File: src/rtl/rx_silo_pkg.sv
package rx_silo_pkg;
  localparam int LINE_W = 4;
  localparam int DATA_W = 8;
  localparam int WORD_W = 16;
  localparam int CSR_EN_BIT = 6;

  typedef struct packed {
    logic              ovr;
    logic              ferr;
    logic              perr;
    logic [LINE_W-1:0] line;
    logic [DATA_W-1:0] data;
  } rx_entry_t;

  localparam int ENTRY_W = $bits(rx_entry_t);

  typedef enum logic [1:0] {
    REG_CSR   = 2'd0,
    REG_NXCH  = 2'd1,
    REG_ALARM = 2'd2
  } reg_sel_e;
endpackage

File: src/rtl/rx_line_hold.sv
module rx_line_hold
  import rx_silo_pkg::*;
#(
  parameter int NUM_LINES = 16
) (
  input  logic                        clk,
  input  logic                        rst,
  input  logic [NUM_LINES-1:0]        stb_i,
  input  logic [NUM_LINES*DATA_W-1:0] data_i,
  input  logic [NUM_LINES-1:0]        perr_i,
  input  logic [NUM_LINES-1:0]        ferr_i,
  output logic                        gnt_valid_o,
  output rx_entry_t                   gnt_entry_o
);
  logic [NUM_LINES-1:0] pend_q;
  logic [NUM_LINES-1:0] ovr_q;
  logic [NUM_LINES-1:0] perr_q;
  logic [NUM_LINES-1:0] ferr_q;
  logic [DATA_W-1:0]    data_q [NUM_LINES];
  logic [NUM_LINES-1:0] gnt_vec;
  logic [LINE_W-1:0]    gnt_idx;

  // lowest pending line wins
  always_comb begin
    gnt_vec = '0;
    gnt_idx = '0;
    for (int i = NUM_LINES - 1; i >= 0; i--) begin
      if (pend_q[i]) begin
        gnt_vec    = '0;
        gnt_vec[i] = 1'b1;
        gnt_idx    = LINE_W'(i);
      end
    end
  end

  genvar g;
  generate
    for (g = 0; g < NUM_LINES; g++) begin : g_slot
      always_ff @(posedge clk) begin
        if (rst) begin
          pend_q[g] <= 1'b0;
          ovr_q[g]  <= 1'b0;
          perr_q[g] <= 1'b0;
          ferr_q[g] <= 1'b0;
          data_q[g] <= '0;
        end else if (stb_i[g]) begin
          pend_q[g] <= 1'b1;
          ovr_q[g]  <= pend_q[g] & ~gnt_vec[g];
          perr_q[g] <= perr_i[g];
          ferr_q[g] <= ferr_i[g];
          data_q[g] <= data_i[g*DATA_W +: DATA_W];
        end else if (gnt_vec[g]) begin
          pend_q[g] <= 1'b0;
        end
      end
    end
  endgenerate

  assign gnt_valid_o       = |pend_q;
  assign gnt_entry_o.ovr   = ovr_q[gnt_idx];
  assign gnt_entry_o.ferr  = ferr_q[gnt_idx];
  assign gnt_entry_o.perr  = perr_q[gnt_idx];
  assign gnt_entry_o.line  = gnt_idx;
  assign gnt_entry_o.data  = data_q[gnt_idx];

  p_grant_onehot_r4: assert property (@(posedge clk) disable iff (rst)
    $onehot0(gnt_vec));
  p_grant_lowest_r4: assert property (@(posedge clk) disable iff (rst)
    gnt_valid_o |-> ((pend_q & (gnt_vec - 1'b1)) == '0) && ((gnt_vec & pend_q) != '0));
endmodule

File: src/rtl/rx_fifo.sv
module rx_fifo
  import rx_silo_pkg::*;
#(
  parameter int DEPTH = 64,
  localparam int AW = $clog2(DEPTH),
  localparam int CW = $clog2(DEPTH + 1)
) (
  input  logic          clk,
  input  logic          rst,
  input  logic          wr_req_i,
  input  rx_entry_t     wr_entry_i,
  input  logic          pop_req_i,
  output rx_entry_t     rd_entry_o,
  output logic          rd_valid_o,
  output logic [CW-1:0] count_o
);
  rx_entry_t     mem [DEPTH];
  rx_entry_t     rd_q;
  rx_entry_t     wr_word;
  logic [AW-1:0] wr_ptr_q, rd_ptr_q;
  logic [CW-1:0] count_q;
  logic          lost_q, rd_valid_q;
  logic          full, empty, wr_ok, pop_ok;

  assign full   = (count_q == CW'(DEPTH));
  assign empty  = (count_q == '0);
  assign wr_ok  = wr_req_i & ~full;
  assign pop_ok = pop_req_i & ~empty;

  always_comb begin
    wr_word     = wr_entry_i;
    wr_word.ovr = wr_entry_i.ovr | lost_q;
  end

  // storage: no reset, synchronous read, suits block RAM
  always_ff @(posedge clk) begin
    if (wr_ok) mem[wr_ptr_q] <= wr_word;
    if (pop_ok) rd_q <= mem[rd_ptr_q];
  end

  always_ff @(posedge clk) begin
    if (rst) begin
      wr_ptr_q   <= '0;
      rd_ptr_q   <= '0;
      count_q    <= '0;
      lost_q     <= 1'b0;
      rd_valid_q <= 1'b0;
    end else begin
      if (wr_ok) wr_ptr_q <= (wr_ptr_q == AW'(DEPTH - 1)) ? '0 : wr_ptr_q + 1'b1;
      if (pop_ok) rd_ptr_q <= (rd_ptr_q == AW'(DEPTH - 1)) ? '0 : rd_ptr_q + 1'b1;
      count_q <= count_q + CW'(wr_ok) - CW'(pop_ok);
      if (wr_req_i && full) lost_q <= 1'b1;
      else if (wr_ok) lost_q <= 1'b0;
      if (pop_req_i) rd_valid_q <= pop_ok;
    end
  end

  assign rd_entry_o = rd_q;
  assign rd_valid_o = rd_valid_q;
  assign count_o    = count_q;

  p_count_bound_r5: assert property (@(posedge clk) disable iff (rst)
    count_q <= CW'(DEPTH));
  p_full_stays_r5: assert property (@(posedge clk) disable iff (rst)
    (wr_req_i && full && !pop_req_i) |=> (count_q == CW'(DEPTH)));
  p_empty_read_r6: assert property (@(posedge clk) disable iff (rst)
    (pop_req_i && empty) |=> !rd_valid_q);
endmodule

File: src/rtl/rx_host_regs.sv
module rx_host_regs
  import rx_silo_pkg::*;
#(
  parameter int CW = 7
) (
  input  logic              clk,
  input  logic              rst,
  input  logic              reg_wr_i,
  input  logic              reg_rd_i,
  input  logic [1:0]        reg_addr_i,
  input  logic [WORD_W-1:0] reg_wdata_i,
  output logic [WORD_W-1:0] reg_rdata_o,
  input  logic [CW-1:0]     count_i,
  input  rx_entry_t         fifo_entry_i,
  input  logic              fifo_valid_i,
  output logic              pop_req_o,
  output logic              irq_o
);
  logic [LINE_W-1:0] linesel_q;
  logic              en_q;
  logic [CW-1:0]     alarm_q;
  logic [CW-1:0]     thr;
  logic              nx_sel_q;
  logic [WORD_W-1:0] other_q;
  logic              irq_q;

  assign pop_req_o = reg_rd_i && (reg_addr_i == REG_NXCH);
  assign thr       = (alarm_q == '0) ? CW'(1) : alarm_q;

  always_ff @(posedge clk) begin
    if (rst) begin
      linesel_q <= '0;
      en_q      <= 1'b0;
      alarm_q   <= '0;
      nx_sel_q  <= 1'b0;
      other_q   <= '0;
      irq_q     <= 1'b0;
    end else begin
      if (reg_wr_i) begin
        case (reg_addr_i)
          REG_CSR: begin
            linesel_q <= reg_wdata_i[LINE_W-1:0];
            en_q      <= reg_wdata_i[CSR_EN_BIT];
          end
          REG_ALARM: alarm_q <= reg_wdata_i[CW-1:0];
          default: ;
        endcase
      end
      if (reg_rd_i) begin
        nx_sel_q <= (reg_addr_i == REG_NXCH);
        case (reg_addr_i)
          REG_CSR: begin
            other_q                  <= '0;
            other_q[LINE_W-1:0]      <= linesel_q;
            other_q[CSR_EN_BIT]      <= en_q;
          end
          REG_ALARM: other_q <= WORD_W'(alarm_q);
          default:   other_q <= '0;
        endcase
      end
      irq_q <= en_q && (count_i >= thr);
    end
  end

  assign reg_rdata_o = nx_sel_q ? (fifo_valid_i ? {1'b1, fifo_entry_i} : '0) : other_q;
  assign irq_o       = irq_q;

  p_irq_needs_en_r9: assert property (@(posedge clk) disable iff (rst)
    irq_q |-> $past(en_q));
  p_irq_nonempty_r8: assert property (@(posedge clk) disable iff (rst)
    irq_q |-> ($past(count_i) != '0));
endmodule

File: src/rtl/rx_silo_top.sv
module rx_silo_top
  import rx_silo_pkg::*;
#(
  parameter int NUM_LINES = 16,
  parameter int DEPTH     = 64,
  localparam int CW = $clog2(DEPTH + 1)
) (
  input  logic                   clk,
  input  logic                   rst,
  input  logic [NUM_LINES-1:0]   line_stb_i,
  input  logic [NUM_LINES*8-1:0] line_data_i,
  input  logic [NUM_LINES-1:0]   line_perr_i,
  input  logic [NUM_LINES-1:0]   line_ferr_i,
  input  logic                   reg_wr_i,
  input  logic                   reg_rd_i,
  input  logic [1:0]             reg_addr_i,
  input  logic [15:0]            reg_wdata_i,
  output logic [15:0]            reg_rdata_o,
  output logic                   rx_irq_o
);
  logic          gnt_valid;
  rx_entry_t     gnt_entry;
  rx_entry_t     fifo_entry;
  logic          fifo_valid;
  logic          pop_req;
  logic [CW-1:0] count;

  rx_line_hold #(.NUM_LINES(NUM_LINES)) u_hold (
    .clk(clk), .rst(rst),
    .stb_i(line_stb_i), .data_i(line_data_i),
    .perr_i(line_perr_i), .ferr_i(line_ferr_i),
    .gnt_valid_o(gnt_valid), .gnt_entry_o(gnt_entry)
  );

  rx_fifo #(.DEPTH(DEPTH)) u_fifo (
    .clk(clk), .rst(rst),
    .wr_req_i(gnt_valid), .wr_entry_i(gnt_entry),
    .pop_req_i(pop_req),
    .rd_entry_o(fifo_entry), .rd_valid_o(fifo_valid),
    .count_o(count)
  );

  rx_host_regs #(.CW(CW)) u_regs (
    .clk(clk), .rst(rst),
    .reg_wr_i(reg_wr_i), .reg_rd_i(reg_rd_i),
    .reg_addr_i(reg_addr_i), .reg_wdata_i(reg_wdata_i),
    .reg_rdata_o(reg_rdata_o),
    .count_i(count), .fifo_entry_i(fifo_entry), .fifo_valid_i(fifo_valid),
    .pop_req_o(pop_req), .irq_o(rx_irq_o)
  );
endmodule

File: config.mk
export PLATFORM = sky130hd
export DESIGN_NAME = rx_silo_top
export DESIGN_NICKNAME = d
export VERILOG_FILES = /design/src/rtl/rx_silo_pkg.sv /design/src/rtl/rx_line_hold.sv /design/src/rtl/rx_fifo.sv /design/src/rtl/rx_host_regs.sv /design/src/rtl/rx_silo_top.sv
export SDC_FILE = /design/constraint.sdc
export NUM_CORES = 1
export LEC_CHECK = 0
export BUFFER_PORTS_ARGS = -buffer_cell sky130_fd_sc_hd__buf_4
export CORE_MARGIN = 2
export CORE_UTILIZATION = 62
export CTS_CLUSTER_DIAMETER = 60
export DETAILED_ROUTE_END_ITERATION = 8
export MAX_ROUTING_LAYER = met4
export PLACE_DENSITY = 0.77
export RECOVER_POWER = 50
export SYNTH_ARGS = -nofsm -noshare
export SYNTH_HDL_FRONTEND = slang
export SYNTH_SLANG_ARGS = --single-unit
export TNS_END_PERCENT = 50
File: constraint.sdc
create_clock -name clk -period 8.2 [get_ports clk]
set_clock_uncertainty 0.2 [all_clocks]
set_input_delay 1.64 -clock clk [delete_from_list [all_inputs] [get_ports clk]]
set_output_delay 1.64 -clock clk [all_outputs]
set_load 0.1 [all_outputs]
==> results of run 1 <==
[cells in the final DEF (no fill, tap or decap), types with 4 or more instances in the layout]
master and n:
nor2_2 29, edfxtp_1 1103, or3_1 4, a2bb2oi_1 6, a311o_1 20, clkbuf_16 114, clkbuf_8 6, o21ai_0 20
and3_1 49, buf_4 213, nor3_1 5, mux2_2 5, ha_1 18, nand3b_1 8, and2_0 105, nand4_1 4
o22ai_1 12, bufinv_16 16, mux2i_1 43, or2_2 7, a21oi_1 82, a311oi_1 20, nor2_1 127, clkinv_2 26
nand2_1 116, and2_1 25, clkinv_1 12, nand2b_1 11, xor2_1 9, nand3_1 24, clkbuf_1 50, inv_1 43
mux4_2 315, or2_0 16, xnor2_1 5, a221o_2 10, nor2b_1 18, dfxtp_1 101, diode_2 10, clkinvlp_4 5
[final cells by class]
type | count | area share (%)
Clock inverter | 69 | 1.574
Timing Repair Buffer | 243 | 3.228
Inverter | 44 | 0.3074
Sequential cell | 1208 | 64.60
Antenna cell | 10 | 0.04588
Tap cell | 1040 | 2.386
Multi-Input combinational cell | 1149 | 22.32
Clock buffer | 143 | 5.540
[through the flow]
stage	hold slack, ns	total power, mW	util, %	area [um^2]
CTS	0.2790	14.41	70.96	54700
finish	0.2813	14.37	70.76	54540
detailed placement	0.2654	9.030	65.93	50820
global placement	0.2526	8.950	65.93	50820
global route	0.3018	14.74	70.75	54540
floorplan	0.2432	8.412	-	48070
[logic make-up (layout without fill, tap and decap cells)]
kind of cell | count (synthesis) | in the layout | synth area share [%]
adder cells (fa/ha/maj) | 19 | 19 | 0.5102
buffers and inverters | 187 | 499 | 1.556
other | 0 | 10 | 0
AND/OR/NAND/NOR | 558 | 558 | 5.893
XOR/XNOR | 14 | 14 | 0.2551
AO/OA/AOI/OAI | 195 | 195 | 2.738
flip-flops | 1208 | 1208 | 73.28
multiplexers | 363 | 363 | 15.77
[worst reg2reg max path, cell delays in order, from the launching register on]
cell and delay (ns):
dfxtp_1 0.37, or4_4 0.59, or3_1 0.39, nor3_1 0.29, nand2_1 0.22, inv_1 1.66, nand2_1 0.70, o22ai_1 0.64
a221o_2 1.06
[how the worst min path moves through the flow]
| stage | startpoint | end |
|---|---|---|
| after global placement | u_hold.ovr_q[15]$_SDFFE_PP0P_ | u_hold.ovr_q[15]$_SDFFE_PP0P_ |
| after detailed placement | u_hold.ovr_q[15]$_SDFFE_PP0P_ | u_hold.ovr_q[15]$_SDFFE_PP0P_ |
| after floorplan | u_hold.ovr_q[9]$_SDFFE_PP0P_ | u_hold.ovr_q[9]$_SDFFE_PP0P_ |
| after global routing | u_hold.ovr_q[15]$_SDFFE_PP0P_ | u_hold.ovr_q[15]$_SDFFE_PP0P_ |
| final | u_hold.ovr_q[2]$_SDFFE_PP0P_ | u_hold.ovr_q[2]$_SDFFE_PP0P_ |
| after CTS | u_hold.ovr_q[2]$_SDFFE_PP0P_ | u_hold.ovr_q[2]$_SDFFE_PP0P_ |
[layer usage]
| layer | vias to the layer above | share of wire (%) | global-route usage (%) | wire length [um] |
|---|---|---|---|---|
| met3 | 257 | 9.6 | 5.955 | 11550 |
| met5 | - | 0 | - | 0 |
| met4 | 0 | 3.2 | 10.73 | 3872 |
| li1 | 10620 | - | - | - |
| met2 | 1521 | 49 | 48.78 | 59180 |
| met1 | 13320 | 38 | 42.08 | 45300 |
[power breakdown]
part / switching [mW] / internal [mW]
registers: 0.0981 / 7.22
clock network: 2.32 / 3.13
logic: 1.02 / 0.575
total: 3.44 / 10.9
[sequential cells by signal, summed over array words and instances (netlist names), 7 cells and up]
register / count
u_fifo.count_o: 7
u_hold.perr_q: 16
u_hold.ferr_q: 16
u_regs.alarm_q: 7
u_regs.other_q: 7
u_hold.ovr_q: 15
u_hold.pend_q: 16
u_fifo.mem: 960
u_hold.data_q: 128
u_fifo.rd_entry_o: 15
==> impl_metrics.json, run 1 <==
{
  "crit_family": "simple AND/OR/NAND/NOR gates",
  "status": "finished with violations",
  "dpl.cell_count": 3684,
  "postCtsHoldBufs": 0,
  "min_period_ns": 6.570,
  "gr-total-overflow": 0,
  "syn_avg_cell_area_um2": 18.90,
  "initial_core_util_pct": 62.36,
  "grt_util_all_layers_pct": 31.24,
  "ys_warn_count": 0,
  "synth_flop_cell": "edfxtp_1",
  "numPortBuffers": 205,
  "root_buffer": "clkbuf_16",
  "slew_headroom_pct": -139.0,
  "clock-sinks": 1208,
  "dieArea_um2": 79780,
  "cts_tree": "built",
  "arrival_ns": 6.65,
  "cp_num_buf_inv": 1,
  "fmax_mhz": 152.2,
  "drc": 0,
  "cts.path.max_buffers": 3,
  "grt_max_degree": 119,
  "viasPerCell": 6.584,
  "grt_pass1_wl_um": 171400,
  "violations": "capacitance limit, slew limit",
  "cp-start-kind": "register",
  "drt-wirelength-per-cell_um": 30.70,
  "critPathRequiredTime_ns": 8.28,
  "num_io_pins": 215,
  "drtIter0Drc": 3428,
  "hold_violations": 0,
  "hp-class": "reg2reg",
  "final_max_slew_viol_count": 596,
  "place.gp.congestion": 0.8889,
  "place_ws_ns": 2.882,
  "rows": 102,
  "antenna_found_initial": 10,
  "reg2regPathDepth": 8,
  "clk_pin_slew_ns": 0.06,
  "core_area_um2": 77080,
  "drive_gt1_share_pct": 27.07,
  "die_h_um": 282.4,
  "routed_wl_um": 119900,
  "setup.worst_path.start": "u_hold.pend_q[0]$_SDFFE_PP0P_",
  "maxCapViolCount": 24,
  "power-per-cell-area_nw_per_um2": 263.4,
  "cts_made_buffers": 112,
  "synthArstFlopShare_pct": 0,
  "tightest_slew_ns": 3.584,
  "rrSetupSlack_ns": 1.63,
  "reg2reg_to": "u_fifo.mem[62][2]$_DFFE_PP_",
  "synth_commonest_cells": "edfxtp_1 (1103), mux4_2 (315), nor2_1 (155)",
  "setup_viol": 0,
  "crit_type": "reg2reg",
  "clock_latency_ns": 0.70,
  "path_cells": "or4_4, or3_1, nor3_1, nand2_1, inv_1, nand2_1, o22ai_1, a221o_2",
  "ys_ff_latch": 1208,
  "first_global_vias": 25710,
  "whs_path_depth": 2,
  "nFillCells": 4616,
  "ctsResizeCount": 0,
  "fp.dieW_um": 282.4,
  "r2r-start": "u_hold.pend_q[0]$_SDFFE_PP0P_",
  "cts_setup_buffers": 0,
  "ys_seq_area_share_pct": 73.28,
  "p_leak_nw": 17.77,
  "htree_levels": 3,
  "worstSetupEndpointType": "register",
  "slowest_stage": "inv_1",
  "synth-edff-count": 1103,
  "drt_first_pass_iters": 8,
  "cp_num_cells": 8,
  "synth_most_common_cell": "edfxtp_1",
  "register_area_um2": 35240,
  "syn_inst": 2544,
  "area_delta_synth_final_pct": 13.47,
  "endpoint": "u_fifo.mem[62][2]$_DFFE_PP_",
  "num_vias": 25720,
  "yosysTopAreaCell": "edfxtp_1",
  "vdd_drop_max_v": 0.0002116,
  "path_max_fanout": 66,
  "crit_top_cell": "nand2_1",
  "tns_ns": 0,
  "synth_top_cells_by_area": "edfxtp_1 (69%), mux4_2 (15%), dfxtp_1 (4.4%)",
  "yosysUniqueCellTypes": 63,
  "rsz0062_at_grt": "false",
  "slowest_delay_ns": 1.66,
  "synthesis.area_um2": 48070,
  "syn_nets": 2761,
  "setup_ws_ns": 1.630,
  "nets": 2975,
  "fin_cells": 3906,
  "fin_crit_sh_pct": 80.12,
  "multiInputGateArea_um2": 12170,
  "yosysTopAreaCellShare_pct": 68.90,
  "dpl.hpwl_um": 66760,
  "antenna_left": 0
}
Power figures use the tool's default switching activity.
==> inputs of run 2 (changes only) <==
--- a/config.mk
+++ b/config.mk
@@ -7,11 +7,11 @@
 export LEC_CHECK = 0
 export BUFFER_PORTS_ARGS = -buffer_cell sky130_fd_sc_hd__buf_4
 export CORE_MARGIN = 2
-export CORE_UTILIZATION = 62
+export CORE_UTILIZATION = 61
 export CTS_CLUSTER_DIAMETER = 60
 export DETAILED_ROUTE_END_ITERATION = 8
 export MAX_ROUTING_LAYER = met4
-export PLACE_DENSITY = 0.77
+export PLACE_DENSITY = 0.76
 export RECOVER_POWER = 50
 export SYNTH_ARGS = -nofsm -noshare
 export SYNTH_HDL_FRONTEND = slang
==> constraint.sdc (replaced) <==
create_clock -name clk -period 6.6 [get_ports clk]
set_clock_uncertainty 0.2 [all_clocks]
set_input_delay 1.32 -clock clk [delete_from_list [all_inputs] [get_ports clk]]
set_output_delay 1.32 -clock clk [all_outputs]
set_load 0.1 [all_outputs]
==> impl_metrics.json, run 2 (same netlist as run 1, synthesis figures left out) <==
{
  "numPortBuffers": 205,
  "reg_top3": "u_fifo.mem x960, u_hold.data_q x128",
  "place.gp.congestion": 0.8946,
  "seqPwrFrac_pct": 52.2,
  "worstSetupEndpointType": "register",
  "hold_violations": 0,
  "setup_viol": 0,
  "crit_family": "buffers and inverters",
  "final_max_slew_viol_count": 215,
  "finalPower_mw": 17.43,
  "gr-total-overflow": 0,
  "grt_util_all_layers_pct": 30.63,
  "critPathRequiredTime_ns": 6.72,
  "tightest_slew_ns": 4.210,
  "cts_tree": "built",
  "die_h_um": 284.7,
  "p_switching_mw": 4.185,
  "cts.path.max_buffers": 3,
  "path_cells": "clkbuf_1, buf_4, or2_0",
  "cts_made_buffers": 116,
  "postCtsHoldBufs": 0,
  "drc": 0,
  "slowest_delay_ns": 2.91,
  "drt-wirelength-per-cell_um": 30.07,
  "initial_core_util_pct": 61.85,
  "first_global_vias": 26280,
  "core_area_um2": 77720,
  "switching_share_pct": 24.00,
  "routed_wl_um": 119000,
  "placed_cell_area_um2": 51080,
  "rows": 102,
  "min_period_ns": 5.425,
  "antenna_found_initial": 11,
  "setup_ws_ns": 1.175,
  "arrival_ns": 5.54,
  "cp-start-kind": "primary input",
  "fmax_mhz": 184.3,
  "fp.dieW_um": 284.7,
  "drt_first_pass_iters": 6,
  "p_leak_nw": 17.78,
  "place_ws_ns": 1.821,
  "final_common_cell": "edfxtp_1",
  "nFillCells": 4686,
  "dpl.hpwl_um": 69000,
  "slowest_stage": "clkbuf_1",
  "htree_levels": 3,
  "status": "finished with violations",
  "final_util_pct": 70.11,
  "hold_ws_ns": 0.2709,
  "top_register": "u_fifo.mem",
  "internal_power_mw": 13.25,
  "clock-sinks": 1208,
  "cts_setup_buffers": 0,
  "final_cell_mix": "edfxtp_1 (1103), mux4_2 (315), buf_4 (232)",
  "ctsResizeCount": 0,
  "fin_cells": 3957,
  "root_buffer": "clkbuf_16",
  "drtIter0Drc": 3534,
  "power-per-cell-area_nw_per_um2": 319.9,
  "area_delta_synth_final_pct": 13.36,
  "clock_latency_ns": 0.68,
  "crit_type": "in2reg",
  "maxCapViolCount": 4,
  "cp_num_buf_inv": 2,
  "vdd_drop_max_v": 0.0002531,
  "viasPerCell": 6.568,
  "clockPowerShare_pct": 36.6,
  "dpl.cell_count": 3733,
  "final_cell_area_um2": 54490,
  "drive_gt1_share_pct": 25.80,
  "clk_pin_slew_ns": 0.06,
  "num_io_pins": 215,
  "violations": "capacitance limit, slew limit",
  "grt_max_degree": 122,
  "hp-class": "reg2reg",
  "comb_power_share_pct": 11.2,
  "rsz0062_at_grt": "false",
  "grt_pass1_wl_um": 173600,
  "fin_crit_sh_pct": 82.19,
  "dieArea_um2": 81070,
  "antenna_left": 0,
  "largest_reg_flops": 960,
  "num_vias": 25990,
  "path_max_fanout": 94,
  "nets": 3028,
  "tns_ns": 0,
  "slew_headroom_pct": -180.7
}
## run 2: changes by cell type in the layout (fill, tap and decap cells not counted), sizes merged
cell	delta
buf	+19
bufinv	-11
clkbuf	+41
clkinv	+1
clkinvlp	+2
inv	-1
## run 2: final timing paths
| kind | cells past startpoint | from | endpoint | slack, ns |
|---|---|---|---|---|
| hold / removal | 2 | u_hold.ovr_q[5]$_SDFFE_PP0P_ | u_hold.ovr_q[5]$_SDFFE_PP0P_ | 0.27 |
| setup / recovery | 3 | rst | u_hold.data_q[6][2]$_SDFFCE_PN0P_ | 1.18 |
| setup reg to reg | 8 | u_hold.pend_q[5]$_SDFFE_PP0P_ | u_fifo.mem[28][12]$_DFFE_PP_ | 1.56 |
| hold reg to reg | 2 | u_hold.ovr_q[5]$_SDFFE_PP0P_ | u_hold.ovr_q[5]$_SDFFE_PP0P_ | 0.27 |
## run 2: power groups by stage
stage / logic [mW] / clock network, mW / registers [mW]
6_report: 1.95 / 6.38 / 9.10
5_1_grt: 2.10 / 6.73 / 9.12
4_1_cts: 1.97 / 6.45 / 9.10
3_5_place_dp: 1.95 / 0 / 9.25
3_3_place_gp: 1.87 / 0 / 9.23
2_1_floorplan: 1.26 / 0 / 9.19
## run 2: area by class of cell
cell class | count | area, um^2 | area share (%)
inverters | 44 | 167.7 | 0.3077
flip-flops and latches | 1208 | 35240 | 64.66
repair buffers | 292 | 2016 | 3.699
multi-input cells | 1149 | 12090 | 22.19
diodes | 10 | 25.02 | 0.04592
well taps | 1040 | 1301 | 2.388
clock inverters | 60 | 503.0 | 0.9230
clock buffers | 154 | 3149 | 5.779
## run 2: worst min-delay path: stages, from the launching register on
cell,delay [ns]
dfxtp_1,0.31
nand2_1,0.06
a21oi_1,0.06
## run 2: per-layer routing
metal / vias up / GRT usage (%) / part of all wire, %
met2: 1609 / 48.11 / 50
met1: 13460 / 41.52 / 37
li1: 10720 / - / -
met5: - / - / 0
met4: 0 / 8.763 / 2.6
met3: 202 / 6.083 / 11
